$ cat config.mk
export PLATFORM = sky130hd
export DESIGN_NAME = lp_guard
export DESIGN_NICKNAME = d
export VERILOG_FILES = /design/src/rtl/lp_guard_pkg.sv /design/src/rtl/lp_decode.sv /design/src/rtl/lp_tracker.sv /design/src/rtl/lp_verdict.sv /design/src/rtl/lp_guard.sv
export SDC_FILE = /design/constraint.sdc
export NUM_CORES = 1
export LEC_CHECK = 0
export ABC_AREA = 1
export BUFFER_PORTS_ARGS = -buffer_cell sky130_fd_sc_hd__clkbuf_2
export CAP_MARGIN = 20
export CELL_PAD_IN_SITES_DETAIL_PLACEMENT = 0
export CELL_PAD_IN_SITES_GLOBAL_PLACEMENT = 1
export CORE_MARGIN = 10
export CORE_UTILIZATION = 16
export DETAILED_ROUTE_END_ITERATION = 16
export MAX_ROUTING_LAYER = met4
export PLACE_DENSITY = 0.94
export SYNTH_ARGS = -nofsm -noshare
export SYNTH_HDL_FRONTEND = slang
export SYNTH_SLANG_ARGS = --single-unit
$ cat constraint.sdc
create_clock -name clk -period 2 [get_ports clk]
set_input_delay 0.4 -clock clk [delete_from_list [all_inputs] [get_ports clk]]
set_output_delay 0.4 -clock clk [all_outputs]
set_load 0.005 [all_outputs]
$ cat src/rtl/lp_guard_pkg.sv
package lp_guard_pkg;

  localparam logic [6:0] OPC_JALR  = 7'b1100111;
  localparam logic [6:0] OPC_AUIPC = 7'b0010111;

  localparam int unsigned CAUSE_SWCHECK = 18;
  localparam int unsigned TVAL_PADFAULT = 2;

  typedef struct packed {
    logic is_jalr;
    logic is_pad;
    logic arms;
  } insn_kind_t;

endpackage

$ cat src/rtl/lp_decode.sv
module lp_decode
  import lp_guard_pkg::*;
#(
  parameter int unsigned       LABEL_W     = 20,
  parameter logic [31:0]       EXEMPT_MASK = 32'h0000_00A2
) (
  input  logic [31:0]        insn,
  input  logic [4:0]         rs1,
  output insn_kind_t         kind,
  output logic [LABEL_W-1:0] label
);

  localparam int unsigned LBL_LSB = 32 - LABEL_W;

  logic [6:0] opc;
  logic [2:0] f3;
  logic [4:0] rd;

  always_comb begin
    opc          = insn[6:0];
    f3           = insn[14:12];
    rd           = insn[11:7];
    kind.is_jalr = (opc == OPC_JALR) && (f3 == 3'b000);
    kind.is_pad  = (opc == OPC_AUIPC) && (rd == 5'd0);
    kind.arms    = kind.is_jalr && !EXEMPT_MASK[rs1];
    label        = insn[31:LBL_LSB];
  end

endmodule

$ cat src/rtl/lp_tracker.sv
module lp_tracker (
  input  logic clk,
  input  logic rst,
  input  logic cfi_en,
  input  logic valid,
  input  logic arms,
  output logic exp_q
);

  always_ff @(posedge clk) begin
    if (rst) begin
      exp_q <= 1'b0;
    end else if (!cfi_en) begin
      exp_q <= 1'b0;
    end else if (valid) begin
      exp_q <= arms;
    end
  end

endmodule

$ cat src/rtl/lp_verdict.sv
module lp_verdict
  import lp_guard_pkg::*;
#(
  parameter int unsigned XLEN    = 32,
  parameter int unsigned LABEL_W = 20
) (
  input  logic               cfi_en,
  input  logic               valid,
  input  logic               exp_q,
  input  insn_kind_t         kind,
  input  logic [LABEL_W-1:0] label,
  input  logic [XLEN-1:0]    pc,
  input  logic [XLEN-1:0]    x7,
  output logic               fault
);

  localparam int unsigned LBL_LSB = 32 - LABEL_W;

  logic checking;
  logic misaligned;
  logic label_bad;

  always_comb begin
    checking   = valid && cfi_en && exp_q;
    misaligned = |pc[1:0];
    label_bad  = (label != '0) && (label != x7[31:LBL_LSB]);
    if (!checking)
      fault = 1'b0;
    else if (kind.is_pad)
      fault = misaligned || label_bad;
    else
      fault = 1'b1;
  end

endmodule

$ cat src/rtl/lp_guard.sv
module lp_guard
  import lp_guard_pkg::*;
#(
  parameter int unsigned XLEN        = 32,
  parameter int unsigned LABEL_W     = 20,
  parameter int unsigned CAUSE_W     = 8,
  parameter logic [31:0] EXEMPT_MASK = 32'h0000_00A2
) (
  input  logic               clk,
  input  logic               rst,
  input  logic               cfi_en,
  input  logic               ret_valid,
  input  logic [XLEN-1:0]    ret_pc,
  input  logic [31:0]        ret_insn,
  input  logic [4:0]         ret_rs1,
  input  logic [XLEN-1:0]    ret_x7,
  output logic               exc_valid,
  output logic [CAUSE_W-1:0] exc_cause,
  output logic [XLEN-1:0]    exc_tval
);

  localparam logic [CAUSE_W-1:0] CAUSE_V = CAUSE_W'(CAUSE_SWCHECK);
  localparam logic [XLEN-1:0]    TVAL_V  = XLEN'(TVAL_PADFAULT);

  insn_kind_t         kind;
  logic [LABEL_W-1:0] label;
  logic               exp_q;
  logic               fault;

  lp_decode #(.LABEL_W(LABEL_W), .EXEMPT_MASK(EXEMPT_MASK)) u_dec (
    .insn  (ret_insn),
    .rs1   (ret_rs1),
    .kind  (kind),
    .label (label)
  );

  lp_tracker u_trk (
    .clk    (clk),
    .rst    (rst),
    .cfi_en (cfi_en),
    .valid  (ret_valid),
    .arms   (kind.arms),
    .exp_q  (exp_q)
  );

  lp_verdict #(.XLEN(XLEN), .LABEL_W(LABEL_W)) u_ver (
    .cfi_en (cfi_en),
    .valid  (ret_valid),
    .exp_q  (exp_q),
    .kind   (kind),
    .label  (label),
    .pc     (ret_pc),
    .x7     (ret_x7),
    .fault  (fault)
  );

  always_ff @(posedge clk) begin
    if (rst) begin
      exc_valid <= 1'b0;
      exc_cause <= '0;
      exc_tval  <= '0;
    end else begin
      exc_valid <= fault;
      exc_cause <= fault ? CAUSE_V : '0;
      exc_tval  <= fault ? TVAL_V  : '0;
    end
  end

endmodule

## After elaboration in Yosys (flattened, before gate mapping)

Memories as Yosys holds them, arrays and structs flattened.
Cells that the tools add are included.

- Magnitude comparators: 1
- Equal/unequal tests: 3
- Multiplexer cells: 5
- Bitwise operators: 1
- Reductions and logical operators: 13

Operators with widths:

| cell | count |
|---|---|
| 20-bit inequality test | 1 |
| 20-bit nonzero test | 1 |
| 7-bit by 5-bit equality test with 1-bit output (second input constant) | 1 |
| 7-bit equality test (second input constant) | 1 |
| 1-bit logical AND | 6 |
| 5-bit by 6-bit < comparator with 1-bit output (second input constant) | 1 |
| 5-bit logical NOT | 1 |
| 5-bit two-way mux | 1 |
| 2-bit OR reduction | 2 |
| 3-bit logical NOT | 1 |
| 1-bit two-way mux | 3 |
| 2-bit two-way mux | 1 |
| 1-bit logical NOT | 1 |
| 1-bit logical OR | 1 |
| 1-bit NOT | 1 |

- Register bits after elaboration: 42
- ROM bits: 32
- Input bits: 105
- Output and inout bits: 41
- Memories: 1

Memory list:

| memory | depth | width | rd ports | clocked after Yosys merged registers in | wr ports | line | text |
|---|---|---|---|---|---|---|---|
| (name not given) | 32 | 1 | 1 | 0 | 0 | lp_decode.sv:25 | `kind.arms = kind.is_jalr && !EXEMPT_MASK[rs1];` |

## Depth between registers and ports, before layout

Gate-level depths: netlist of run 1.

- Depth in word-level cells: 6
- Mapped depth: 9
- Depth with buffers taken out: 9

## Cells and area by module

From an unflattened synthesis of run 1, not the netlist that was laid out.

- Cells, all modules: 207
- Area, all modules: 1092.3 um^2

Modules (own cells, without submodules):

| module | instances | cells each | area each (um^2) | sequential area each (um^2) |
|---|---|---|---|---|
| lp_verdict | 1 | 108 | 447.9 | 0.0 |
| lp_guard | 1 | 44 | 334.1 | 20.0 |
| lp_decode | 1 | 48 | 262.8 | 0.0 |
| lp_tracker | 1 | 7 | 47.5 | 20.0 |

## Least setup slack after synthesis of run 1

No wires, ideal clock.

- Path type: input to register
- Start point: input port ret_insn[15]
- End point: register exc_cause[1]
- Data arrival time: 0.908 ns
- Data required time: 1.883 ns
- Setup slack: 0.976 ns
- Cell stages on the path: 9
- Buffers on the path: 0
- Path through: inv_1 -> nand2_1 -> nand2_1 -> nor2_1 -> nand2_1 -> nor2_1 -> nand3_1 -> nand2_1 -> a21oi_1

- Cells in the longest elaborated chain, start to end: 6

RTL lines:

| element | line | text |
|---|---|---|
| start, declared | lp_guard.sv:14 | `input logic [31:0] ret_insn,` |
| 20-bit inequality test or 20-bit nonzero test (tied branches) | lp_verdict.sv:26 | `label_bad = (label != '0) && (label != x7[31:LBL_LSB]);` |
| 1-bit logical AND * | lp_verdict.sv:26 |  |
| 1-bit logical OR * | lp_verdict.sv:30 | `fault = misaligned \|\| label_bad;` |
| 1-bit two-way mux * | lp_verdict.sv:29 | `else if (kind.is_pad)` |
| 1-bit two-way mux * | lp_verdict.sv:27 | `if (!checking)` |
| 5-bit two-way mux * | lp_guard.sv:64 | `exc_cause <= fault ? CAUSE_V : '0;` |
| end signal, assigned | lp_guard.sv:64 |  |
| end, declared | lp_guard.sv:18 | `output logic [CAUSE_W-1:0] exc_cause,` |

Mark *: on every way between the ends. The rest lies on a longest branch, timed or not.
A chain may end at the register's enable or synchronous reset.

## Worst setup path in the final report of run 1

- Start point: input port ret_insn[12]
- End point: register exc_cause[1]

The elaborated chain is that of the path after synthesis.

==> flow_summary.toml, run 1 <==
[critical_path]
crit_path_end_kind = "flop"
critical_path_class = "in2reg"
worstPathArrival_ns = 1.22
cp.required_ns = 2.10
worst-path-max-fanout = 2
startpoint_type = "primary input"

[power]
cellLeakagePower_nw = 0.814
p_per_area_mw_per_mm2 = 304
vdd_drop_max_mv = 0.152

[clock_network]
ctsLongestPathBuffers = 2
cts_tree = "built"
cts_inserted_buffers = 3
postCtsResizedCells = 0
htreeDepth = 1
ctsHoldBuffers = 0
root_buffer = "clkbuf_8"
clk_latency_ns = 0.21
clock_sinks = 2
clk_pin_slew_ns = 0.03
cts_setup_buffers = 0

[global_route]
grt_antenna_before_repair = 0
grt_pass1_vias = 1053
globalRoute.totalOverflow = 0
grt_pass1_wl_um = 4440
grt_max_degree = 5
grtUsageTotal_pct = 6.29

[floorplanning]
die_w_um = 94.2
row_count = 26
ioPinCount = 146
die_area_mm2 = 0.00887
start_util_pct = 16.8
die_h_um = 94.2
core_mm2 = 0.00524

[synth]
ys_types = 15
yosysMostFrequentCell = "nand2_1"
synth.avg_cell_area_um2 = 5.18
synth_ff_type = "dfxtp_1"
yosysSeqAreaShare_pct = 4.55
netlist_area_um2 = 881
synthCells = 170
synthTopCellsByArea = "buf_4 34%, nand2_1 21%, inv_1 14%, nor2_1 8.9%, dfxtp_1 4.5%"
synth_largest_area_cell = "buf_4"
ys_top_cells_by_count = "50 x nand2_1, 40 x buf_4, 33 x inv_1, 21 x nor2_1"
ys_async_sr_fraction_pct = 0
yosys_warnings = 0
synth_seq_cells = 2
synth_top_area_share_pct = 34.1
synth_edf_count = 0

[sta]
min_period_ns = 1.12
max_freq_mhz = 891
fin_tns_setup_ns = 0
clock_skew_ns = 0.00151
finalSetupViolations = 0
rsz0062_at_grt = "no"
slew_violations = 0
setup_ws_ns = 0.877
finalHoldViolations = 0
fin_crit_sh_pct = 56.1

[detailed_routing]
drc = 0
finalWirelength_um = 3100
drtAntennaViolNets = 0
via_per_inst = 3.39
first_pass_iters = 4
first_iter_violations = 27
num_vias = 1033
post_drt_wl_per_cell_um = 10.2

[final_layout]
final_util_pct = 22.4
antennaDiodeCount = 0
nNetsFinal = 342
drive_above_1_share_pct = 29.4
fillers = 631
area_delta_synth_final_pct = 33.4

[place]
globalplace.congestion = 0.808
preCtsSetupSlack_ns = 0.578
portBuffers = 66
dp_hpwl_um = 3000

[hold_path]
hp-class = "in2reg"

[run_status]
status = "finished, final reports clean"

[run]
cap_violations = 0
[area by class of cell]
| type | instances | area [um2] | share of cell area, % |
|---|---|---|---|
| inverter | 33 | 124 | 10.5 |
| tap | 70 | 87.6 | 7.45 |
| sequential | 2 | 40.0 | 3.41 |
| timing repair buffer | 66 | 330 | 28.1 |
| multi-input combinational | 131 | 552 | 47.0 |
| clock buffer | 3 | 41.3 | 3.51 |
[path summary, 6_finish.rpt]
path | from | to | slack, ns | depth (start not counted)
worst max-delay path | ret_insn[12] | exc_cause[1]$_SDFF_PP0_ | 0.88 | 7
worst min-delay path | ret_rs1[3] | u_trk.exp_q$_SDFFE_PP0P_ | 0.43 | 3
worst max register to register | u_trk.exp_q$_SDFFE_PP0P_ | u_trk.exp_q$_SDFFE_PP0P_ | 1.43 | 2
worst min register to register | u_trk.exp_q$_SDFFE_PP0P_ | exc_cause[1]$_SDFF_PP0_ | 0.47 | 2
[sequential cells by signal, summed over array words and instances, names as in the netlist]
| register | cells |
|---|---|
| exc_cause | 1 |
| u_trk.exp_q | 1 |
[worst max-delay path, stage by stage]
cell and delay [ns]:
clkbuf_2 0.09, inv_1 0.07, nand3_1 0.14, nor4_1 0.25, nand3_1 0.11, nand2_1 0.09, a21oi_1 0.06
[report_power, final]
part           switching [W]  internal [W]  total [W]
logic              0.0000859     0.0000726   0.000158
clock network      0.0000309      0.000127   0.000158
registers      0.00000000215     0.0000403  0.0000403
total               0.000117      0.000240   0.000357
[metal layers]
layer	wire length, um	global-route usage [%]	share of wire (%)
met5	0	-	0
met4	13	1.90	0.42
met3	451	2.88	15
met2	1430	10.3	46
met1	1210	6.63	39
[placed cells by master, fill, tap and decap left out]
cell type  synthesis  final
clkbuf_8           0      3
clkbuf_2           0     66
o31ai_1            1      1
inv_1             33     33
conb_1             1     37
xnor2_1            4      4
nor4_1             3      3
nand4_1            5      5
dfxtp_1            2      2
nand3_1            5      5
a21oi_1            1      1
nor2_1            21     21
nand2_1           50     50
nor3_1             1      1
xor2_1             1      1
o21ai_0            2      2
[cells by family after synthesis]
family                    Yosys count  share of synthesized area [%]
AOI/OAI and AO/OA                   4                           2.56
DFF                                 2                           4.55
other                               1                          0.426
buffers and inverters              73                           48.2
xor gates and xnor gates            5                           4.97
and+or+nand+nor                    85                           39.3
[metrics by stage]
stage | cell area (um2) | hold WS [ns] | total power (W) | instances
floorplan | 1020 | 0.437 | 0.000168 | 206
global placement | 1130 | 0.452 | 0.000195 | 302
detailed placement | 1130 | 0.458 | 0.000198 | 302
CTS | 1170 | 0.424 | 0.000361 | 305
global route | 1170 | 0.461 | 0.000394 | 305
finish | 1170 | 0.427 | 0.000357 | 305
Power figures use the tool's default switching activity.
==> run 2, diff against run 1 <==
--- a/config.mk
+++ b/config.mk
@@ -11,10 +11,10 @@
 export CELL_PAD_IN_SITES_DETAIL_PLACEMENT = 0
 export CELL_PAD_IN_SITES_GLOBAL_PLACEMENT = 1
 export CORE_MARGIN = 10
-export CORE_UTILIZATION = 16
+export CORE_UTILIZATION = 15
 export DETAILED_ROUTE_END_ITERATION = 16
 export MAX_ROUTING_LAYER = met4
-export PLACE_DENSITY = 0.94
+export PLACE_DENSITY = 0.89
 export SYNTH_ARGS = -nofsm -noshare
 export SYNTH_HDL_FRONTEND = slang
 export SYNTH_SLANG_ARGS = --single-unit
==> constraint.sdc (replaced) <==
create_clock -name clk -period 1.1 [get_ports clk]
set_input_delay 0.22 -clock clk [delete_from_list [all_inputs] [get_ports clk]]
set_output_delay 0.22 -clock clk [all_outputs]
set_load 0.005 [all_outputs]
==> run 2 against run 1 <==
Net effect: highest routed layer unchanged; die area rose by 5.2%; final area rose by 3.1%; sequential power rose by 82%; core utilization fell by 0.83 points; critical path type unchanged; global-route usage rose by 0.093 points; clock-buffer cell count did not move.
==> flow_summary.toml, run 2 (synthesis results as in run 1) <==
[floorplanning]
row_count = 27
die_w_um = 96.6
core_mm2 = 0.00561
die_h_um = 96.6
start_util_pct = 15.7
ioPinCount = 146
die_area_mm2 = 0.00934

[final_layout]
top_regs = "exc_cause (1), u_trk.exp_q (1)"
seqCellArea_um2 = 40.0
finalInstanceArea_mm2 = 0.00121
area_delta_synth_final_pct = 37.5
instances_no_fill = 310
nNetsFinal = 345
multi_input_area_um2 = 563
final_cell_mix = "66 x clkbuf_2, 50 x nand2_1, 37 x conb_1"
fillers = 692
antennaDiodeCount = 0
drive_above_1_share_pct = 31.1
layout_commonest_cell = "clkbuf_2"

[power]
vdd_drop_max_mv = 0.709
clock_power_share_pct = 43.9
cellLeakagePower_nw = 0.829
p_int_w = 0.000443
total_power_w = 0.000666
netSwitchingFraction_pct = 33.4
p_comb_share_pct = 45.1
p_seq_share_pct = 11.0
p_per_area_mw_per_mm2 = 550
power.switching_w = 0.000223

[clock_network]
clock_sinks = 2
cts_inserted_buffers = 3
htreeDepth = 1
cts_tree = "built"
ctsLongestPathBuffers = 2
clk_pin_slew_ns = 0.03
clk_latency_ns = 0.21
root_buffer = "clkbuf_8"
cts_setup_buffers = 0

[critical_path]
cp.required_ns = 1.24
worstReg2RegStart = "u_trk.exp_q$_SDFFE_PP0P_"
rr_endpoint = "u_trk.exp_q$_SDFFE_PP0P_"
startpoint_type = "primary input"
worst-path-max-fanout = 2
r2r_slack_ns = 0.52
cpPeakStageDelay_ns = 0.26
cp_cell_sequence = "clkbuf_2, inv_1, nand3_2, buf_4, nor4_2, o31ai_1, o21ai_0"
crit_buf_inv = 3
crit_path_end_kind = "flop"
cp_top_family = "simple AND/OR/NAND/NOR gates"
worst-path-stages = 7
reg2reg_depth = 2
critical_path_class = "in2reg"
cpMaxStageDelayCell = "nor4_2"
worstPathArrival_ns = 1.11

[place]
portBuffers = 66
dp_cells = 307
dp_hpwl_um = 3060
globalplace.congestion = 0.784
dpl_cell_area_mm2 = 0.00116

[hold_path]
min_to = "u_trk.exp_q$_SDFFE_PP0P_"
hp-class = "in2reg"
hp-start = "ret_valid"
worstHoldPathCells = 2

[sta]
min_period_ns = 0.969
rsz0062_at_grt = "no"
holdWs_ns = 0.248
slew_violations = 0
clock_skew_ns = 0.00678
finalSetupViolations = 0
finalHoldViolations = 0
max_freq_mhz = 1030
fin_crit_sh_pct = 88.1

[global_route]
grt_use_met2_pct = 11.7
grt_antenna_before_repair = 0
grtUsageTotal_pct = 6.39
grt_max_degree = 5
globalRoute.totalOverflow = 0
grt_pass1_wl_um = 4880
grt_use_met3_pct = 1.99
grt_pass1_vias = 1118
grtUsageMet1_pct = 6.62
top_usage_layer = "met2"

[run_status]
status = "finished, final reports clean"

[run]
cap_violations = 0

[detailed_routing]
finalWirelength_um = 3200
via_per_inst = 3.41
drtAntennaViolNets = 0
first_iter_violations = 13
first_pass_iters = 4
post_drt_wl_per_cell_um = 10.3
num_vias = 1058
drc = 0
-- run 2: cell count changes in the layout (fill, tap and decap cells not counted) --
cell | previous run | this run
buf_4 | 0 | 3
nand3_1 | 5 | 4
nand3_2 | 0 | 1
nor4_1 | 3 | 2
nor4_2 | 0 | 1
-- run 2: how the worst max path moves through the flow --
stage                 start                        to
2_1_floorplan  ret_insn[15]   exc_cause[1]$_SDFF_PP0_
3_3_place_gp   ret_insn[14]   exc_cause[1]$_SDFF_PP0_
3_5_place_dp   ret_insn[14]  u_trk.exp_q$_SDFFE_PP0P_
4_1_cts        ret_insn[14]  u_trk.exp_q$_SDFFE_PP0P_
5_1_grt        ret_insn[14]   exc_cause[1]$_SDFF_PP0_
6_report       ret_insn[14]  u_trk.exp_q$_SDFFE_PP0P_
-- run 2: layout make-up --
| cell class | instances | area share [%] |
|---|---|---|
| timing repair buffer | 69 | 29.1 |
| multi-input combinational | 131 | 46.5 |
| clock buffer | 3 | 3.41 |
| inverter | 33 | 10.2 |
| tap | 72 | 7.44 |
| sequential | 2 | 3.31 |
-- run 2: metrics by stage --
| stage | TNS (ns) | setup slack [ns] | util, % |
|---|---|---|---|
| after global placement | -0.319 | -0.164 | 20.7 |
| after floorplan | 0 | 0.256 | - |
| after global routing | 0 | 0.0313 | 21.6 |
| final | 0 | 0.131 | 21.6 |
| after CTS | 0 | 0.0576 | 21.5 |
| after detailed placement | -0.354 | -0.197 | 20.7 |
-- run 2: power by group through the flow --
stage	Combinational (W)	Sequential [W]	Clock [W]
after floorplan	0.000232	0.0000740	0
after global placement	0.000289	0.0000740	0
after detailed placement	0.000296	0.0000740	0
after CTS	0.000298	0.0000732	0.000298
after global routing	0.000351	0.0000731	0.000304
final	0.000300	0.0000732	0.000292
-- run 2: repair_timing --
item                       4_1_cts  5_1_grt
gates resized for setup          1        1
setup endpoints to repair        1        2
hold buffers                     0        0
-- run 2: metal layers --
layer  up-vias  wire length (um)
li1        565                 -
met1       430              1390
met2        61              1560
met3         2               236
met4         0                19
met5         -                 0
==> run 3, diff against run 2 <==
--- a/config.mk
+++ b/config.mk
@@ -14,7 +14,7 @@
 export CORE_UTILIZATION = 15
 export DETAILED_ROUTE_END_ITERATION = 16
 export MAX_ROUTING_LAYER = met4
-export PLACE_DENSITY = 0.89
+export PLACE_DENSITY_LB_ADDON = 0.1
 export SYNTH_ARGS = -nofsm -noshare
 export SYNTH_HDL_FRONTEND = slang
 export SYNTH_SLANG_ARGS = --single-unit
==> run 3 against run 2 <==
Net effect: final area decreased by 0.93%; worst hold slack improved by 0.025 ns; setup slack gained 0.062 ns; power is 1.2% lower; critical path type unchanged; critical endpoint unchanged.
==> flow_summary.toml, run 3 (synthesis results as in run 1) <==
[run_status]
status = "finished, final reports clean"

[place]
dp_hpwl_um = 3160
portBuffers = 66
globalplace.congestion = 0.678

[hold_path]
worstHoldPathCells = 3
hp-class = "in2reg"

[final_layout]
top_regs = "exc_cause (1), u_trk.exp_q (1)"
layout_commonest_cell = "clkbuf_2"
nNetsFinal = 345
area_delta_synth_final_pct = 36.2
drive_above_1_share_pct = 30.3
seqCellArea_um2 = 40.0
final_cell_mix = "66 x clkbuf_2, 50 x nand2_1, 37 x conb_1"
multi_input_area_um2 = 552
fillers = 711
antennaDiodeCount = 0
final_util_pct = 21.4

[detailed_routing]
finalWirelength_um = 3290
num_vias = 1010
drc = 0
via_per_inst = 3.26
first_iter_violations = 23
first_pass_iters = 4
drtAntennaViolNets = 0
post_drt_wl_per_cell_um = 10.6

[sta]
holdWs_ns = 0.273
fin_tns_setup_ns = 0
rsz0062_at_grt = "no"
finalSetupViolations = 0
fin_crit_sh_pct = 82.5
min_period_ns = 0.907
max_freq_mhz = 1100
clock_skew_ns = 0.00317
slew_violations = 0
finalHoldViolations = 0

[power]
cellLeakagePower_nw = 0.828
p_per_area_mw_per_mm2 = 548
vdd_drop_max_mv = 0.373
total_power_w = 0.000658

[global_route]
grt_antenna_before_repair = 0
grt_pass1_wl_um = 5330
globalRoute.totalOverflow = 0
grtUsageTotal_pct = 6.89
grt_pass1_vias = 1140
grt_max_degree = 5

[clock_network]
clk_latency_ns = 0.21
cts_inserted_buffers = 3
cts_setup_buffers = 0
root_buffer = "clkbuf_8"
postCtsResizedCells = 0
clock_sinks = 2
clk_pin_slew_ns = 0.03
htreeDepth = 1
ctsLongestPathBuffers = 2
ctsHoldBuffers = 0
cts_tree = "built"

[floorplanning]
ioPinCount = 146
core_mm2 = 0.00561
die_w_um = 96.6
start_util_pct = 15.7
die_area_mm2 = 0.00934
row_count = 27
die_h_um = 96.6

[critical_path]
worst-path-max-fanout = 2
reg2reg_depth = 2
crit_path_end_kind = "flop"
cpMaxStageDelayCell = "nor4_1"
cp_cell_sequence = "clkbuf_2, inv_1, nand3_1, nor4_1, o31ai_1, o21ai_0"
cpPeakStageDelay_ns = 0.30
worstPathArrival_ns = 1.03
startpoint_type = "primary input"
cp.required_ns = 1.23
critical_path_class = "in2reg"

[run]
cap_violations = 0
-- run 3: worst paths after layout --
check | startpoint | slack [ns] | endpoint
max | ret_insn[14] | 0.19 | u_trk.exp_q$_SDFFE_PP0P_
min | ret_rs1[4] | 0.27 | u_trk.exp_q$_SDFFE_PP0P_
max reg2reg | u_trk.exp_q$_SDFFE_PP0P_ | 0.49 | u_trk.exp_q$_SDFFE_PP0P_
min reg2reg | u_trk.exp_q$_SDFFE_PP0P_ | 0.47 | exc_cause[1]$_SDFF_PP0_
-- run 3: power breakdown --
group,internal [W],switching (W)
sequential,0.0000732,0.00000000385
clock,0.000231,0.0000570
combinational,0.000138,0.000158
total,0.000443,0.000215
-- run 3: final cells by class --
type                       count  area share [%]
sequential                     2            3.34
inverter                      33            10.3
tap                           72            7.51
timing repair buffer          69            29.4
clock buffer                   3            3.44
multi-input combinational    131            46.0
-- run 3: metrics by stage --
stage / instance area [um2] / std cells / worst slack (ns)
global placement: 1160 / 307 / -0.0567
floorplan: 1020 / 206 / 0.256
global route: 1200 / 310 / 0.0423
CTS: 1200 / 310 / 0.178
finish: 1200 / 310 / 0.193
detailed placement: 1160 / 307 / -0.0199
-- run 3: metal layers --
layer	part of all wire [%]	up-vias	GRT usage, %
li1	-	562	-
met1	50	386	8.51
met2	42	62	10.7
met3	8.4	0	2.70
met4	0	0	0.676
met5	0	-	-
-- run 3: worst max-delay path: cells and delay by family --
family / cells / cell delay, ns
simple gates: 2 / 0.43
buf+inv: 2 / 0.16
compound gates: 2 / 0.22
